## src/rtl/ac_link_in_pkg.sv

```systemverilog
package ac_link_in_pkg;
    localparam int TAG_W     = 16;
    localparam int SLOT_W    = 20;
    localparam int NUM_SLOTS = 12;
    localparam int FRAME_W   = TAG_W + SLOT_W * NUM_SLOTS;
    localparam int CNT_W     = $clog2(FRAME_W);
    localparam int IDX_W     = 7;
    localparam int REQ_W     = 10;
    localparam int RDATA_W   = 16;

    // Highest frame-vector bit of data slot n (1-based); frame bit FRAME_W-1 goes out first
    function automatic int slot_top(input int n);
        return FRAME_W - 1 - TAG_W - SLOT_W * (n - 1);
    endfunction
endpackage

```

## src/rtl/ac_link_sync_det.sv

```systemverilog
module ac_link_sync_det (
    input  logic bit_clk,
    input  logic rst_n,
    input  logic sync,
    output logic start
);
    typedef struct packed {
        logic sync_q;
        logic start;
    } det_t;

    det_t st_d, st_q;

    always_comb begin
        st_d        = st_q;
        st_d.sync_q = sync;
        st_d.start  = sync & ~st_q.sync_q;
    end

    // falling-edge sample of the frame marker
    always_ff @(negedge bit_clk or negedge rst_n) begin
        if (!rst_n) st_q <= '0;
        else        st_q <= st_d;
    end

    assign start = st_q.start;
endmodule

```

## src/rtl/ac_link_frame_build.sv

```systemverilog
module ac_link_frame_build
    import ac_link_in_pkg::*;
#(
    parameter int SAMPLE_W = 18
) (
    input  logic                codec_ready,
    input  logic                stat_idx_vld,
    input  logic [IDX_W-1:0]    stat_idx,
    input  logic [REQ_W-1:0]    slot_req,
    input  logic                stat_data_vld,
    input  logic [RDATA_W-1:0]  stat_data,
    input  logic                rec_left_vld,
    input  logic [SAMPLE_W-1:0] rec_left,
    output logic [FRAME_W-1:0]  frame
);
    localparam int PAD_W = SLOT_W - SAMPLE_W;

    logic [TAG_W-1:0]  tag_w;
    logic [SLOT_W-1:0] s1_w, s2_w, s3_w;

    always_comb begin
        tag_w            = '0;
        tag_w[TAG_W-1]   = codec_ready;
        tag_w[TAG_W-2]   = stat_idx_vld;
        tag_w[TAG_W-3]   = stat_data_vld;
        tag_w[TAG_W-4]   = rec_left_vld;

        s1_w = '0;
        if (stat_idx_vld) begin
            s1_w[18:12] = stat_idx;
            s1_w[11:2]  = slot_req;
        end

        s2_w = '0;
        if (stat_data_vld) s2_w[19:4] = stat_data;

        s3_w = '0;
        if (rec_left_vld) s3_w = SLOT_W'(rec_left) << PAD_W;

        frame = '0;
        frame[FRAME_W-1 -: TAG_W]  = tag_w;
        frame[slot_top(1) -: SLOT_W] = s1_w;
        frame[slot_top(2) -: SLOT_W] = s2_w;
        frame[slot_top(3) -: SLOT_W] = s3_w;
    end
endmodule

```

## src/rtl/ac_link_frame_shift.sv

```systemverilog
module ac_link_frame_shift
    import ac_link_in_pkg::*;
(
    input  logic               bit_clk,
    input  logic               rst_n,
    input  logic               start,
    input  logic [FRAME_W-1:0] frame,
    output logic               sdata,
    output logic               active,
    output logic [CNT_W-1:0]   cnt
);
    localparam logic [CNT_W-1:0] LAST = CNT_W'(FRAME_W - 1);

    typedef struct packed {
        logic [FRAME_W-1:0] shreg;
        logic [CNT_W-1:0]   cnt;
        logic               active;
        logic               sdata;
    } shf_t;

    shf_t st_d, st_q;

    always_comb begin
        st_d = st_q;
        if (start) begin
            st_d.sdata  = frame[FRAME_W-1];
            st_d.shreg  = {frame[FRAME_W-2:0], 1'b0};
            st_d.cnt    = '0;
            st_d.active = 1'b1;
        end else if (st_q.active) begin
            if (st_q.cnt == LAST) begin
                st_d.sdata  = 1'b0;
                st_d.active = 1'b0;
                st_d.cnt    = '0;
                st_d.shreg  = '0;
            end else begin
                st_d.sdata = st_q.shreg[FRAME_W-1];
                st_d.shreg = {st_q.shreg[FRAME_W-2:0], 1'b0};
                st_d.cnt   = st_q.cnt + 1'b1;
            end
        end else begin
            st_d.sdata = 1'b0;
        end
    end

    always_ff @(posedge bit_clk or negedge rst_n) begin
        if (!rst_n) st_q <= '0;
        else        st_q <= st_d;
    end

    assign sdata  = st_q.sdata;
    assign active = st_q.active;
    assign cnt    = st_q.cnt;
endmodule

```

## src/rtl/ac_link_in_ser.sv

```systemverilog
module ac_link_in_ser
    import ac_link_in_pkg::*;
#(
    parameter int SAMPLE_W = 18
) (
    input  logic                bit_clk,
    input  logic                rst_n,
    input  logic                sync,
    input  logic                codec_ready,
    input  logic                stat_idx_vld,
    input  logic [6:0]          stat_idx,
    input  logic [9:0]          slot_req,
    input  logic                stat_data_vld,
    input  logic [15:0]         stat_data,
    input  logic                rec_left_vld,
    input  logic [SAMPLE_W-1:0] rec_left,
    output logic                sdata_in
);
    logic               start_w;
    logic [FRAME_W-1:0] frame_w;
    logic               active_w;
    logic [CNT_W-1:0]   cnt_w;

    ac_link_sync_det u_det (
        .bit_clk (bit_clk),
        .rst_n   (rst_n),
        .sync    (sync),
        .start   (start_w)
    );

    ac_link_frame_build #(.SAMPLE_W(SAMPLE_W)) u_build (
        .codec_ready   (codec_ready),
        .stat_idx_vld  (stat_idx_vld),
        .stat_idx      (stat_idx),
        .slot_req      (slot_req),
        .stat_data_vld (stat_data_vld),
        .stat_data     (stat_data),
        .rec_left_vld  (rec_left_vld),
        .rec_left      (rec_left),
        .frame         (frame_w)
    );

    ac_link_frame_shift u_shift (
        .bit_clk (bit_clk),
        .rst_n   (rst_n),
        .start   (start_w),
        .frame   (frame_w),
        .sdata   (sdata_in),
        .active  (active_w),
        .cnt     (cnt_w)
    );
endmodule

```

## config.mk

```make
export PLATFORM = sky130hd
export DESIGN_NAME = ac_link_in_ser
export DESIGN_NICKNAME = d
export VERILOG_FILES = /design/src/rtl/ac_link_in_pkg.sv /design/src/rtl/ac_link_sync_det.sv /design/src/rtl/ac_link_frame_build.sv /design/src/rtl/ac_link_frame_shift.sv /design/src/rtl/ac_link_in_ser.sv
export SDC_FILE = /design/constraint.sdc
export NUM_CORES = 1
export LEC_CHECK = 0
export ABC_AREA = 1
export BUFFER_PORTS_ARGS = -buffer_cell sky130_fd_sc_hd__buf_2
export CORE_MARGIN = 10
export CORE_UTILIZATION = 65
export DETAILED_ROUTE_END_ITERATION = 7
export MAX_ROUTING_LAYER = met4
export PLACE_DENSITY_LB_ADDON = 0.2
export SETUP_SLACK_MARGIN = 0.1
export SLEW_MARGIN = 20
export SYNTH_ARGS = -nofsm -noshare
export SYNTH_HDL_FRONTEND = slang
export SYNTH_SLANG_ARGS = --single-unit
```

## constraint.sdc

```tcl
create_clock -name bit_clk -period 2.9 [get_ports bit_clk]
set_input_delay 0.725 -clock bit_clk [delete_from_list [all_inputs] [get_ports bit_clk]]
set_output_delay 0.725 -clock bit_clk [all_outputs]
set_load 0.01 [all_outputs]
```

* Word-level counts from Yosys, hierarchy flattened
Index checks and enable logic that the tools add are counted.
** Cells by class
- Bitwise operators :: 2
- Reduce and logical (&&, ||, !) cells :: 1
- $add $sub $neg :: 1
- Mux-type cells :: 9
- Equality and inequality tests :: 1
** Operators by type and width (count)
- $mux W266 :: 1
- $mux W265 :: 1
- $mux W264 :: 1
- $mux W20 :: 1
- $mux W17 :: 1
- $mux W16 :: 1
- $add A8 B1 Y8 const B :: 1
- $eq A8 B8 Y1 const B :: 1
- $mux W1 :: 3
- $reduce_bool A2 Y1 :: 1
- $and A1 B1 Y1 :: 1
- $not A1 Y1 :: 1
** Storage, ports and cells
- Register bits :: 268
- Logic and storage cells :: 20
- Output and inout bits :: 1
- Input bits :: 58

* Logic depth before layout (Yosys ltp)
- Depth in word-level cells :: 4
- Mapped depth :: 10
- Mapped depth without buffers :: 8

* Cells and area by module
Synthesis repeated with hierarchy kept, for this count alone.
** Unflattened totals
- Cells, all modules :: 1811
- Area, all modules :: 14908.0 µm²
** By module, submodules not included
- ac_link_frame_shift :: seq. area each 6631.4 µm², area an instance 12824.8 µm², times used 1, cells an instance 1493
- ac_link_frame_build :: seq. area each 0.0 µm², area an instance 2023.2 µm², times used 1, cells an instance 314
- ac_link_sync_det :: seq. area each 50.0 µm², area an instance 60.1 µm², times used 1, cells an instance 4

==> flow_metrics.env <==
export IMPL_setup_violations=0
export IMPL_syn_cell_area_um2=10400
export IMPL_antenna_found_initial=0
export IMPL_grt_start_max_net_pins=86
export IMPL_worst_pin_slew_ns=0.869
export IMPL_yosys_warnings=0
export IMPL_fin_setup_tns_ns=0
export IMPL_synth_common_cells="787 x nand2_1, 265 x dfrtp_1, 56 x nand3_1"
export IMPL_grt_setup_unrepaired="yes"
export IMPL_clk_insertion_delay_late_ns=0.53
export IMPL_finClkSkew_ns=0.0131
export IMPL_slowest_delay_ns=0.54
export IMPL_vias=7738
export IMPL_fin_util_pct=77.0
export IMPL_cts_tree="built"
export IMPL_fillers=1089
export IMPL_path_cells="nor2_4 -> buf_4 -> nor2_1 -> xor2_1 -> nor2_1"
export IMPL_yosys_area_top_type="dfrtp_1"
export IMPL_dp_hpwl_mm=11.7
export IMPL_crit_path_end_kind="register"
export IMPL_syn_num_nets=1267
export IMPL_rr_startpoint="u_det.start$_DFF_NN0_"
export IMPL_ys_flop_type="dfrtp_1"
export IMPL_powerDensity_nw_per_um2=635
export IMPL_yosys_area_top_type_share_pct=63.7
export IMPL_crit_path_start_kind="register"
export IMPL_n_antenna_cell=0
export IMPL_cp_slowest_cell="dfrtn_1"
export IMPL_ys_seq_area_share_pct=64.2
export IMPL_initialDrtViolationCount=586
export IMPL_port_buffers=58
export IMPL_synth_area_leaders="dfrtp_1 64%, nand2_1 28%, nand3_1 2.7%"
export IMPL_cts_root_buffer="clkbuf_16"
export IMPL_cts_made_buffers=27
export IMPL_grt_pass1_wl_mm=34.5
export IMPL_cp_max_fo=7
export IMPL_synth_edf_count=0
export IMPL_initial_utilization_pct=66.0
export IMPL_slew_viol_final=0
export IMPL_gr_total_overflow=0
export IMPL_async_flop_share_pct=100
export IMPL_slew_headroom_pct=42.1
export IMPL_status="complete, no violations"
export IMPL_clk_pin_slew_ns=0.06
export IMPL_vdd_drop_max_mv=0.553
export IMPL_postSynthCellCount=1208
export IMPL_syn_area_per_cell_um2=8.62
export IMPL_r2r_slack_ns=0.10
export IMPL_io_pins=59
export IMPL_die_w_um=147
export IMPL_drive_above_1_share_pct=11.2
export IMPL_critical_path_arrival_ns=3.20
export IMPL_max_cap_viol_count=0
export IMPL_synth_most_common_cell="nand2_1"
export IMPL_reg2reg_to="u_shift.cnt[3]$_DFFE_PN0P_"
export IMPL_leakage_nw=6.85
export IMPL_drt_pass1_iterations=5
export IMPL_r2r_cells=5
export IMPL_die_height_um=147
export IMPL_criticalPathCategory="reg2reg"
export IMPL_place_ws_ns=0.0971
export IMPL_post_drt_wl_per_cell_um=13.9
export IMPL_hold_violations=0
export IMPL_first_global_vias=7554
export IMPL_ys_ff_latch=267
export IMPL_drt_drc_violations_left=0
export IMPL_core_area_um2=15800
export IMPL_ant_nets=0
export IMPL_min_path_type="in2async"
export IMPL_routed_wl_mm=21.1
export IMPL_area_delta_synth_final_pct=16.6
export IMPL_vias_per_cell=5.11
export IMPL_fin_ws_ns=0.104
export IMPL_dieArea_um2=21500
export IMPL_clkSinkCount=267
export IMPL_worst_path_buf_inv=1
export IMPL_final_nets=1337
export IMPL_yosysUniqueCellTypes=19
export IMPL_num_rows=46
export IMPL_grt_usage_pct=19.0
export IMPL_crit_family="flip-flops"
export IMPL_required_ns=3.30
export IMPL_gp_congestion=0.778
export IMPL_clk_path_buf_depth=3
export IMPL_path_common_cell="nor2_1"
export IMPL_cts_htree_levels=1
[repair_timing]
action,4_1_cts,5_1_grt
hold buffers,0,0
cloned,0,5
setup buffers,1,3
pin swaps,0,2
endpoints found under the hold margin,0,0
gates resized for setup,0,6
setup endpoints to repair,53,124
[logic make-up after synthesis]
logic type / share of synthesized area (%)
xor gates and xnor gates: 0.337
adders and majority gates: 0.120
buffers and inverters: 3.32
and+or+nand+nor: 31.7
DFF: 64.2
AOI/OAI and AO/OA: 0.288
[worst register-to-register path, cell delays in order, from the launching register on]
cell	delay (ns)
dfrtn_1	0.54
nor2_4	0.12
buf_4	0.16
nor2_1	0.14
xor2_1	0.19
nor2_1	0.08
[how the worst max path moves through the flow]
stage	end	start	cells after the start
6_report	u_shift.cnt[3]$_DFFE_PN0P_	u_det.start$_DFF_NN0_	5
5_1_grt	u_shift.st_q[178]$_DFFE_PN0P_	u_det.start$_DFF_NN0_	5
4_1_cts	u_shift.st_q[121]$_DFFE_PN0P_	u_det.start$_DFF_NN0_	5
3_5_place_dp	u_shift.cnt[3]$_DFFE_PN0P_	u_det.start$_DFF_NN0_	5
3_3_place_gp	u_shift.cnt[4]$_DFFE_PN0P_	u_det.start$_DFF_NN0_	5
2_1_floorplan	u_shift.st_q[191]$_DFFE_PN0P_	u_det.start$_DFF_NN0_	6
[metrics by stage]
stage,power [mW],area (µm²),std cells,hold WS (ns)
after floorplan,4.14,10400,1208,0.324
after global placement,4.32,11100,1456,0.347
after detailed placement,4.34,11100,1456,0.372
after CTS,7.75,12000,1506,0.00333
after global routing,8.02,12100,1514,0.00286
final,7.71,12100,1514,0.0211
[cell type report]
| type | instances | area (µm²) | share of cell area (%) |
|---|---|---|---|
| clock buffers | 39 | 771 | 6.35 |
| clock inverters | 10 | 109 | 0.897 |
| inverters | 13 | 48.8 | 0.402 |
| multi-input cells | 868 | 3390 | 27.9 |
| flip-flops and latches | 267 | 6680 | 55.0 |
| well taps | 216 | 270 | 2.23 |
| repair buffers | 101 | 873 | 7.19 |
[registers in the layout, summed over array words and instances (netlist names)]
name / flops
u_det.st_q: 1
u_det.start: 1
u_shift.active: 1
u_shift.cnt: 8
u_shift.sdata: 1
u_shift.st_q: 255
[where the power goes]
group | total, mW | leakage, nW | switching, mW | internal (mW)
clock network | 3.43 | 0.435 | 1.40 | 2.03
registers | 3.91 | 3.67 | 0.0718 | 3.84
logic | 0.370 | 2.75 | 0.233 | 0.136
[placed cells by master, fill, tap and decap left out, drive strengths merged]
cell type	instances
a21oi	3
buf	97
bufinv	2
clkbuf	43
clkinv	9
clkinvlp	1
dfrtn	2
dfrtp	265
ha	1
inv	11
nand2	788
nand3	56
nor2	12
nor3b	1
o21ai	3
xor2	4
[layer usage]
| layer | global-route usage (%) | share of wire, % | vias up |
|---|---|---|---|
| li1 | - | - | 3804 |
| met1 | 25.4 | 45 | 3716 |
| met2 | 29.6 | 48 | 173 |
| met3 | 3.31 | 4.6 | 45 |
| met4 | 5.41 | 2.3 | 0 |
| met5 | - | 0 | - |
Power figures use the tool's default switching activity.
